### config.mk
export PLATFORM = sky130hd
export DESIGN_NAME = flash_cmd_decoder
export DESIGN_NICKNAME = d
export VERILOG_FILES = /design/src/rtl/fcr_pkg.sv /design/src/rtl/fcr_cmd_fsm.sv /design/src/rtl/fcr_addr_latch.sv /design/src/rtl/fcr_read_mux.sv /design/src/rtl/flash_cmd_decoder.sv
export SDC_FILE = /design/constraint.sdc
export NUM_CORES = 1
export LEC_CHECK = 0
export BUFFER_PORTS_ARGS = -buffer_cell sky130_fd_sc_hd__buf_2
export CAP_MARGIN = 20
export CORE_MARGIN = 3
export CORE_UTILIZATION = 39
export DETAILED_ROUTE_END_ITERATION = 8
export PLACE_DENSITY_LB_ADDON = 0.3
export SYNTH_ARGS = -nofsm -noshare
export SYNTH_HDL_FRONTEND = slang
export SYNTH_SLANG_ARGS = --single-unit
### constraint.sdc
create_clock -name clk -period 1.9 [get_ports clk]
set_input_delay 0.095 -clock clk [delete_from_list [all_inputs] [get_ports clk]]
set_output_delay 0.095 -clock clk [all_outputs]
set_load 0.1 [all_outputs]
### src/rtl/fcr_pkg.sv
package fcr_pkg;
  localparam int DW = 8;

  localparam logic [DW-1:0] OP_READ  = 8'h00;
  localparam logic [DW-1:0] OP_PSET  = 8'h40;
  localparam logic [DW-1:0] OP_ESET  = 8'h20;
  localparam logic [DW-1:0] OP_PVFY  = 8'hC0;
  localparam logic [DW-1:0] OP_EVFY  = 8'hA0;
  localparam logic [DW-1:0] OP_ABORT = 8'hFF;

  typedef enum logic [2:0] {
    ST_READ, ST_PSET, ST_PRUN, ST_PVFY,
    ST_ESET, ST_ERUN, ST_EVFY, ST_ABRT
  } st_e;

  typedef struct packed {
    logic pstart;
    logic pstop;
    logic estart;
    logic estop;
  } strb_t;
endpackage

### src/rtl/fcr_cmd_fsm.sv
module fcr_cmd_fsm
  import fcr_pkg::*;
(
  input  logic          clk,
  input  logic          rst_n,
  input  logic          vpp_en,
  input  logic          wr_en,
  input  logic [DW-1:0] wr_data,
  output st_e           st_q,
  output strb_t         sb_q,
  output logic          ld_prog,
  output logic          ld_vaddr
);
  st_e   st_d;
  strb_t sb_d;
  logic  wr_ok;

  assign wr_ok = wr_en & vpp_en;

  function automatic st_e base_decode(input logic [DW-1:0] b);
    if (b == OP_PSET)      return ST_PSET;
    else if (b == OP_ESET) return ST_ESET;
    else                   return ST_READ;
  endfunction

  always_comb begin
    st_d     = st_q;
    sb_d     = '0;
    ld_prog  = 1'b0;
    ld_vaddr = 1'b0;
    if (wr_ok) begin
      case (st_q)
        ST_PSET: begin
          if (wr_data == OP_ABORT) st_d = ST_ABRT;
          else begin
            st_d        = ST_PRUN;
            sb_d.pstart = 1'b1;
            ld_prog     = 1'b1;
          end
        end
        ST_ESET: begin
          if (wr_data == OP_ESET) begin
            st_d        = ST_ERUN;
            sb_d.estart = 1'b1;
          end else if (wr_data == OP_ABORT) st_d = ST_ABRT;
          else st_d = ST_READ;
        end
        ST_PRUN: begin
          sb_d.pstop = 1'b1;
          st_d       = (wr_data == OP_PVFY) ? ST_PVFY : ST_READ;
        end
        ST_ERUN: begin
          sb_d.estop = 1'b1;
          if (wr_data == OP_EVFY) begin
            st_d     = ST_EVFY;
            ld_vaddr = 1'b1;
          end else st_d = ST_READ;
        end
        ST_ABRT: st_d = (wr_data == OP_ABORT) ? ST_READ : base_decode(wr_data);
        ST_EVFY: begin
          if (wr_data == OP_EVFY) ld_vaddr = 1'b1;
          else st_d = base_decode(wr_data);
        end
        default: st_d = base_decode(wr_data);
      endcase
    end
  end

  always_ff @(posedge clk or negedge rst_n) begin
    if (!rst_n) begin
      st_q <= ST_READ;
      sb_q <= '0;
    end else begin
      st_q <= st_d;
      sb_q <= sb_d;
    end
  end


  pstart_src_chk: assert property (@(posedge clk) disable iff (!rst_n)
    sb_q.pstart |-> ($past(st_q) == ST_PSET) && (st_q == ST_PRUN));

  pstop_src_chk: assert property (@(posedge clk) disable iff (!rst_n)
    sb_q.pstop |-> ($past(st_q) == ST_PRUN));

  locked_hold_chk: assert property (@(posedge clk) disable iff (!rst_n)
    !vpp_en |=> $stable(st_q) && (sb_q == '0));

  abort_clean_chk: assert property (@(posedge clk) disable iff (!rst_n)
    (st_q == ST_ABRT) |=> !sb_q.pstart && !sb_q.estart);

  strobe_excl_chk: assert property (@(posedge clk) disable iff (!rst_n)
    $onehot0(sb_q));
endmodule

### src/rtl/fcr_addr_latch.sv
module fcr_addr_latch #(
  parameter int AW = 17,
  parameter int DW = 8
) (
  input  logic          clk,
  input  logic          rst_n,
  input  logic          ld_prog,
  input  logic          ld_vaddr,
  input  logic [AW-1:0] wr_addr,
  input  logic [DW-1:0] wr_data,
  output logic [AW-1:0] lat_addr,
  output logic [DW-1:0] lat_data
);
  logic addr_en;
  assign addr_en = ld_prog | ld_vaddr;

  always_ff @(posedge clk or negedge rst_n) begin
    if (!rst_n) lat_addr <= '0;
    else if (addr_en) lat_addr <= wr_addr;
  end

  always_ff @(posedge clk or negedge rst_n) begin
    if (!rst_n) lat_data <= '0;
    else if (ld_prog) lat_data <= wr_data;
  end
endmodule

### src/rtl/fcr_read_mux.sv
module fcr_read_mux
  import fcr_pkg::*;
#(
  parameter int AW = 17
) (
  input  logic          clk,
  input  logic          rst_n,
  input  st_e           st_q,
  input  logic [AW-1:0] rd_addr,
  input  logic [AW-1:0] lat_addr,
  input  logic [DW-1:0] arr_rdata,
  input  logic [DW-1:0] arr_mrgn_rdata,
  output logic [AW-1:0] arr_raddr,
  output logic [DW-1:0] bus_rdata
);
  logic vfy;
  assign vfy       = (st_q == ST_PVFY) || (st_q == ST_EVFY);
  assign arr_raddr = vfy ? lat_addr : rd_addr;
  assign bus_rdata = vfy ? arr_mrgn_rdata : arr_rdata;


  vaddr_hold_chk: assert property (@(posedge clk) disable iff (!rst_n)
    (st_q == ST_PVFY) && ($past(st_q) == ST_PVFY) |-> $stable(arr_raddr));
endmodule

### src/rtl/flash_cmd_decoder.sv
module flash_cmd_decoder
  import fcr_pkg::*;
#(
  parameter int AW = 17
) (
  input  logic          clk,
  input  logic          rst_n,
  input  logic          vpp_en,
  input  logic          wr_en,
  input  logic [AW-1:0] wr_addr,
  input  logic [DW-1:0] wr_data,
  input  logic [AW-1:0] rd_addr,
  output logic [DW-1:0] bus_rdata,
  output logic [AW-1:0] arr_raddr,
  input  logic [DW-1:0] arr_rdata,
  input  logic [DW-1:0] arr_mrgn_rdata,
  output logic          pgm_start,
  output logic          pgm_stop,
  output logic          ers_start,
  output logic          ers_stop,
  output logic [AW-1:0] pgm_addr,
  output logic [DW-1:0] pgm_data
);
  logic [1:0] rsync_q;
  logic       rst_q;
  st_e        st_q;
  strb_t      sb_q;
  logic       ld_prog, ld_vaddr;

  always_ff @(posedge clk or negedge rst_n) begin
    if (!rst_n) rsync_q <= '0;
    else        rsync_q <= {rsync_q[0], 1'b1};
  end
  assign rst_q = rsync_q[1];

  fcr_cmd_fsm u_fsm (
    .clk(clk), .rst_n(rst_q), .vpp_en(vpp_en), .wr_en(wr_en),
    .wr_data(wr_data), .st_q(st_q), .sb_q(sb_q),
    .ld_prog(ld_prog), .ld_vaddr(ld_vaddr)
  );

  fcr_addr_latch #(.AW(AW), .DW(DW)) u_latch (
    .clk(clk), .rst_n(rst_q), .ld_prog(ld_prog), .ld_vaddr(ld_vaddr),
    .wr_addr(wr_addr), .wr_data(wr_data),
    .lat_addr(pgm_addr), .lat_data(pgm_data)
  );

  fcr_read_mux #(.AW(AW)) u_rmux (
    .clk(clk), .rst_n(rst_q), .st_q(st_q), .rd_addr(rd_addr),
    .lat_addr(pgm_addr), .arr_rdata(arr_rdata),
    .arr_mrgn_rdata(arr_mrgn_rdata), .arr_raddr(arr_raddr),
    .bus_rdata(bus_rdata)
  );

  assign pgm_start = sb_q.pstart;
  assign pgm_stop  = sb_q.pstop;
  assign ers_start = sb_q.estart;
  assign ers_stop  = sb_q.estop;
endmodule

==> metrics.csv <==
stage;metric;value;unit
status;status;finished, violations left;
status;failing checks;negative setup slack;
power;Clk network pwr share;27.3;%
sta;Finish-stage setup viols;6;
logic_synthesis;sequential fraction of the synthesis area;45.36;%
clock_network;Clk pin slew, worst setup/hold paths;70;ps
die;Die Height;75.35;µm
global_routing;largest net degree at the start of global routing;20;
sta;relative slew slack;58.47;%
critical_path;Stages on worst setup path;7;
critical_path;Worst EP required;1800;ps
detailed_routing;Routed Antenna Nets;0;
sta;max-slew violations;0;
die;Core Region;4504;µm²
clock_network;Bufs on Longest Clock Path;2;
logic_synthesis;Synth warnings;0;
power;Worst VDD drop;0.5123;mV
critical_path;worst path cell trace;buf_4 > nor2b_4 > o21ai_2 > buf_6 > clkbuf_16 > mux2_4 > buf_12;
critical_path;Register-to-Register Path Depth;6;
clock_network;clk sink count;34;
sta;Clock Skew;6.643;ps
power;cell-internal power;1.271;mW
critical_path;R2R Setup Slk;190;ps
power;NetSw;0.7331;mW
detailed_routing;via/cell ratio;5.358;
critical_path;crit-path leading delay family;buffers and inverters;
global_routing;first-pass GRT wire length;7941;µm
logic_synthesis;Post-synth EDFFs;0;
global_routing;number of global-route vias before repair;1707;
logic_synthesis;Yosys reg bits;34;
worst_hold_path;Hold WC Path Type;primary input to flop;
detailed_routing;Total Wirelength;5928;µm
critical_path;crit start category;flop;
detailed_routing;DR pass1 iterations;4;
die;Top-Level Pins;116;
clock_network;CTS Root Cell;clkbuf_8;
logic_synthesis;most common flop cell mapped by yosys;dfrtp_1;
logic_synthesis;Yosys top cell area share;45.36;%
logic_synthesis;Synth cell types;40;
logic_synthesis;cell count after synthesis;147;
placement;pre-CTS setup slack;122.3;ps
finish;most frequent cells in the layout;buf_2 (90), mux2_4 (35), dfrtp_1 (32), buf_12 (27), mux2_2 (15);
placement;dpl cell area;2570;µm²
critical_path;R2R Path End;u_latch.lat_addr[16];
critical_path;Slowest-stage cell, CP;dfrtp_1;
sta;post-route setup TNS;-42.82;ps
critical_path;Critical Path End Type;output port;
critical_path;Crit Path Category;flop to output port;
die;DIE AREA;5677;µm²
detailed_routing;DRC viols;0;
detailed_routing;DR vias;1768;
critical_path;worst-path maximum fanout;6;
logic_synthesis;syn avg cell area;12.76;µm²
placement;Final Wtd Congestion;0.8043;
global_routing;grt total ovfl;0;
clock_network;CTS H-tree lvls;2;
finish;antenna diode count;0;
sta;Least-Margin Pin Slew;614.3;ps
run;MaxCap Viol Count;0;
sta;unrepaired setup endpoints after global routing;yes;
critical_path;Critical path buffers and inverters;4;
power;net switching fraction of the power;36.58;%
logic_synthesis;area leader, netlist;dfrtp_1;
logic_synthesis;Cell Area, Synth;1876;µm²
clock_network;cts bufs inserted;5;
placement;Post-DP HPWL;3847;µm
finish;Area growth syn-to-layout;71.31;%
finish;most common cell after layout, fill and taps aside;buf_2;
global_routing;GRT Util Overall;18.93;%
critical_path;CP Data Arrival Time;1820;ps
clock_network;latest clock arrival within the worst-skew pair;280;ps
power;combinational share of power;34.7;%
sta;FMAX;522.6;MHz
detailed_routing;1st-iter DRT viols;70;
detailed_routing;routed len/inst;17.96;µm
sta;fin worst setup slack;-13.36;ps
sta;Final Cycle Share;100.7;%
logic_synthesis;syn_nets;209;
worst_hold_path;Worst Hold Depth;2;
die;initial core utilization;41.64;%
die;FP Rows;24;
die;Die Span X;75.35;µm
power;cell area power density;623.6;nW/µm²
logic_synthesis;top post-synthesis cells by area;dfrtp_1 (45%), mux2_2 (24%), mux2_4 (8.0%);
critical_path;reg2reg start;u_fsm.st_q[0];
critical_path;worst setup path start;u_fsm.st_q[2];
power;Tot Pwr;2.004;mW
global_routing;initial antenna violation count;0;
finish;Final #Nets;339;
sta;min Tclk post-route;1913;ps
critical_path;CP Capture Point;bus_rdata[5];
logic_synthesis;Post-synth ARST share;100.0;%
finish;post-route cell area;3213;µm²
sta;final hold vios;0;
finish;share of cells above drive strength 1;71.22;%
critical_path;Worst path max stage delay;400;ps
power;Reg power frac;38.0;%
power;Static Leak;1.818;nW
placement;port bufs;115;
clock_network;CTS tree;yes;
[per-stage QoR]
step                      hold slack (ps)  instances  util [%]
after floorplan                    -200.6        147         -
after global placement             -119.1        316     57.06
after detailed placement           -116.7        316     57.06
after CTS                           35.08        329     64.78
after global routing                29.22        330     71.33
final                               45.90        330     71.33
[layout make-up]
cell class              count  area [µm²]
well taps                  52       65.06
fillers                   317        1291
clock buffers               7       86.33
clock inverters             1       5.005
flip-flops and latches     34       853.3
multi-input cells         101        1057
inverters                   2       7.507
repair buffers            133        1139
[worst register-to-register path: cells and delay by family (launching register included)]
family,cells,cell delay [ps]
xor+xnor,1,130
compound gates,1,290
flops,1,420
buf+inv,2,350
mux,1,310
simple gates,1,90
[registers in the layout, summed over array words and instances, names as in the netlist]
| signal | flops |
|---|---|
| u_latch.lat_data | 8 |
| u_fsm.st_q | 3 |
| u_latch.lat_addr | 17 |
| rsync_q | 2 |
| u_fsm.sb_q | 4 |
[cell usage after synthesis, types with 3 or more instances]
| cell | instances |
|---|---|
| nor3_1 | 4 |
| nor2_1 | 5 |
| nand3_1 | 3 |
| dfrtp_1 | 34 |
| mux2_2 | 40 |
| nand4_1 | 3 |
| mux2_4 | 10 |
| clkbuf_1 | 5 |
[worst min-delay path by stage]
stage	startpoint	to	slack (ps)
final	wr_addr[0]	u_latch.lat_addr[0]	50
after global routing	wr_addr[16]	u_latch.lat_addr[16]	30
after detailed placement	rst_n	rsync_q[0]	-120
after floorplan	rst_n	rsync_q[0]	-200
after global placement	rst_n	rsync_q[0]	-120
after CTS	wr_addr[14]	u_latch.lat_addr[14]	40
[cell families after synthesis]
logic type	share of synthesized area, %
muxes	32.02
DFF	45.36
and+or+nand+nor	10.14
AOI/OAI and AO/OA	7.472
buffers and inverters	3.869
xor gates and xnor gates	0.9341
other	0.1999
[routing by layer]
metal	up-vias	wire (µm)	GRT usage [%]
li1	809	-	-
met1	862	2212	21.96
met2	84	3159	32.98
met3	13	449	5.409
met4	0	107	7.379
met5	-	0	0
[what timing repair did]
action,in CTS,in global routing
cloned,1,1
pin swaps,1,1
buffers inserted,3,1
endpoints found under the setup margin,25,25
endpoints found under the hold margin,2,0
gates resized for setup,62,70
hold buffers,1,0
[power groups by stage]
| stage | sequential (mW) | clock (mW) | combinational (mW) |
|---|---|---|---|
| after floorplan | 0.926 | 0 | 0.275 |
| after global placement | 0.772 | 0 | 0.559 |
| after detailed placement | 0.774 | 0 | 0.564 |
| after CTS | 0.760 | 0.567 | 0.619 |
| after global routing | 0.763 | 0.602 | 0.720 |
| final | 0.761 | 0.547 | 0.696 |
Note: power is estimated with default switching activity, not from simulation.
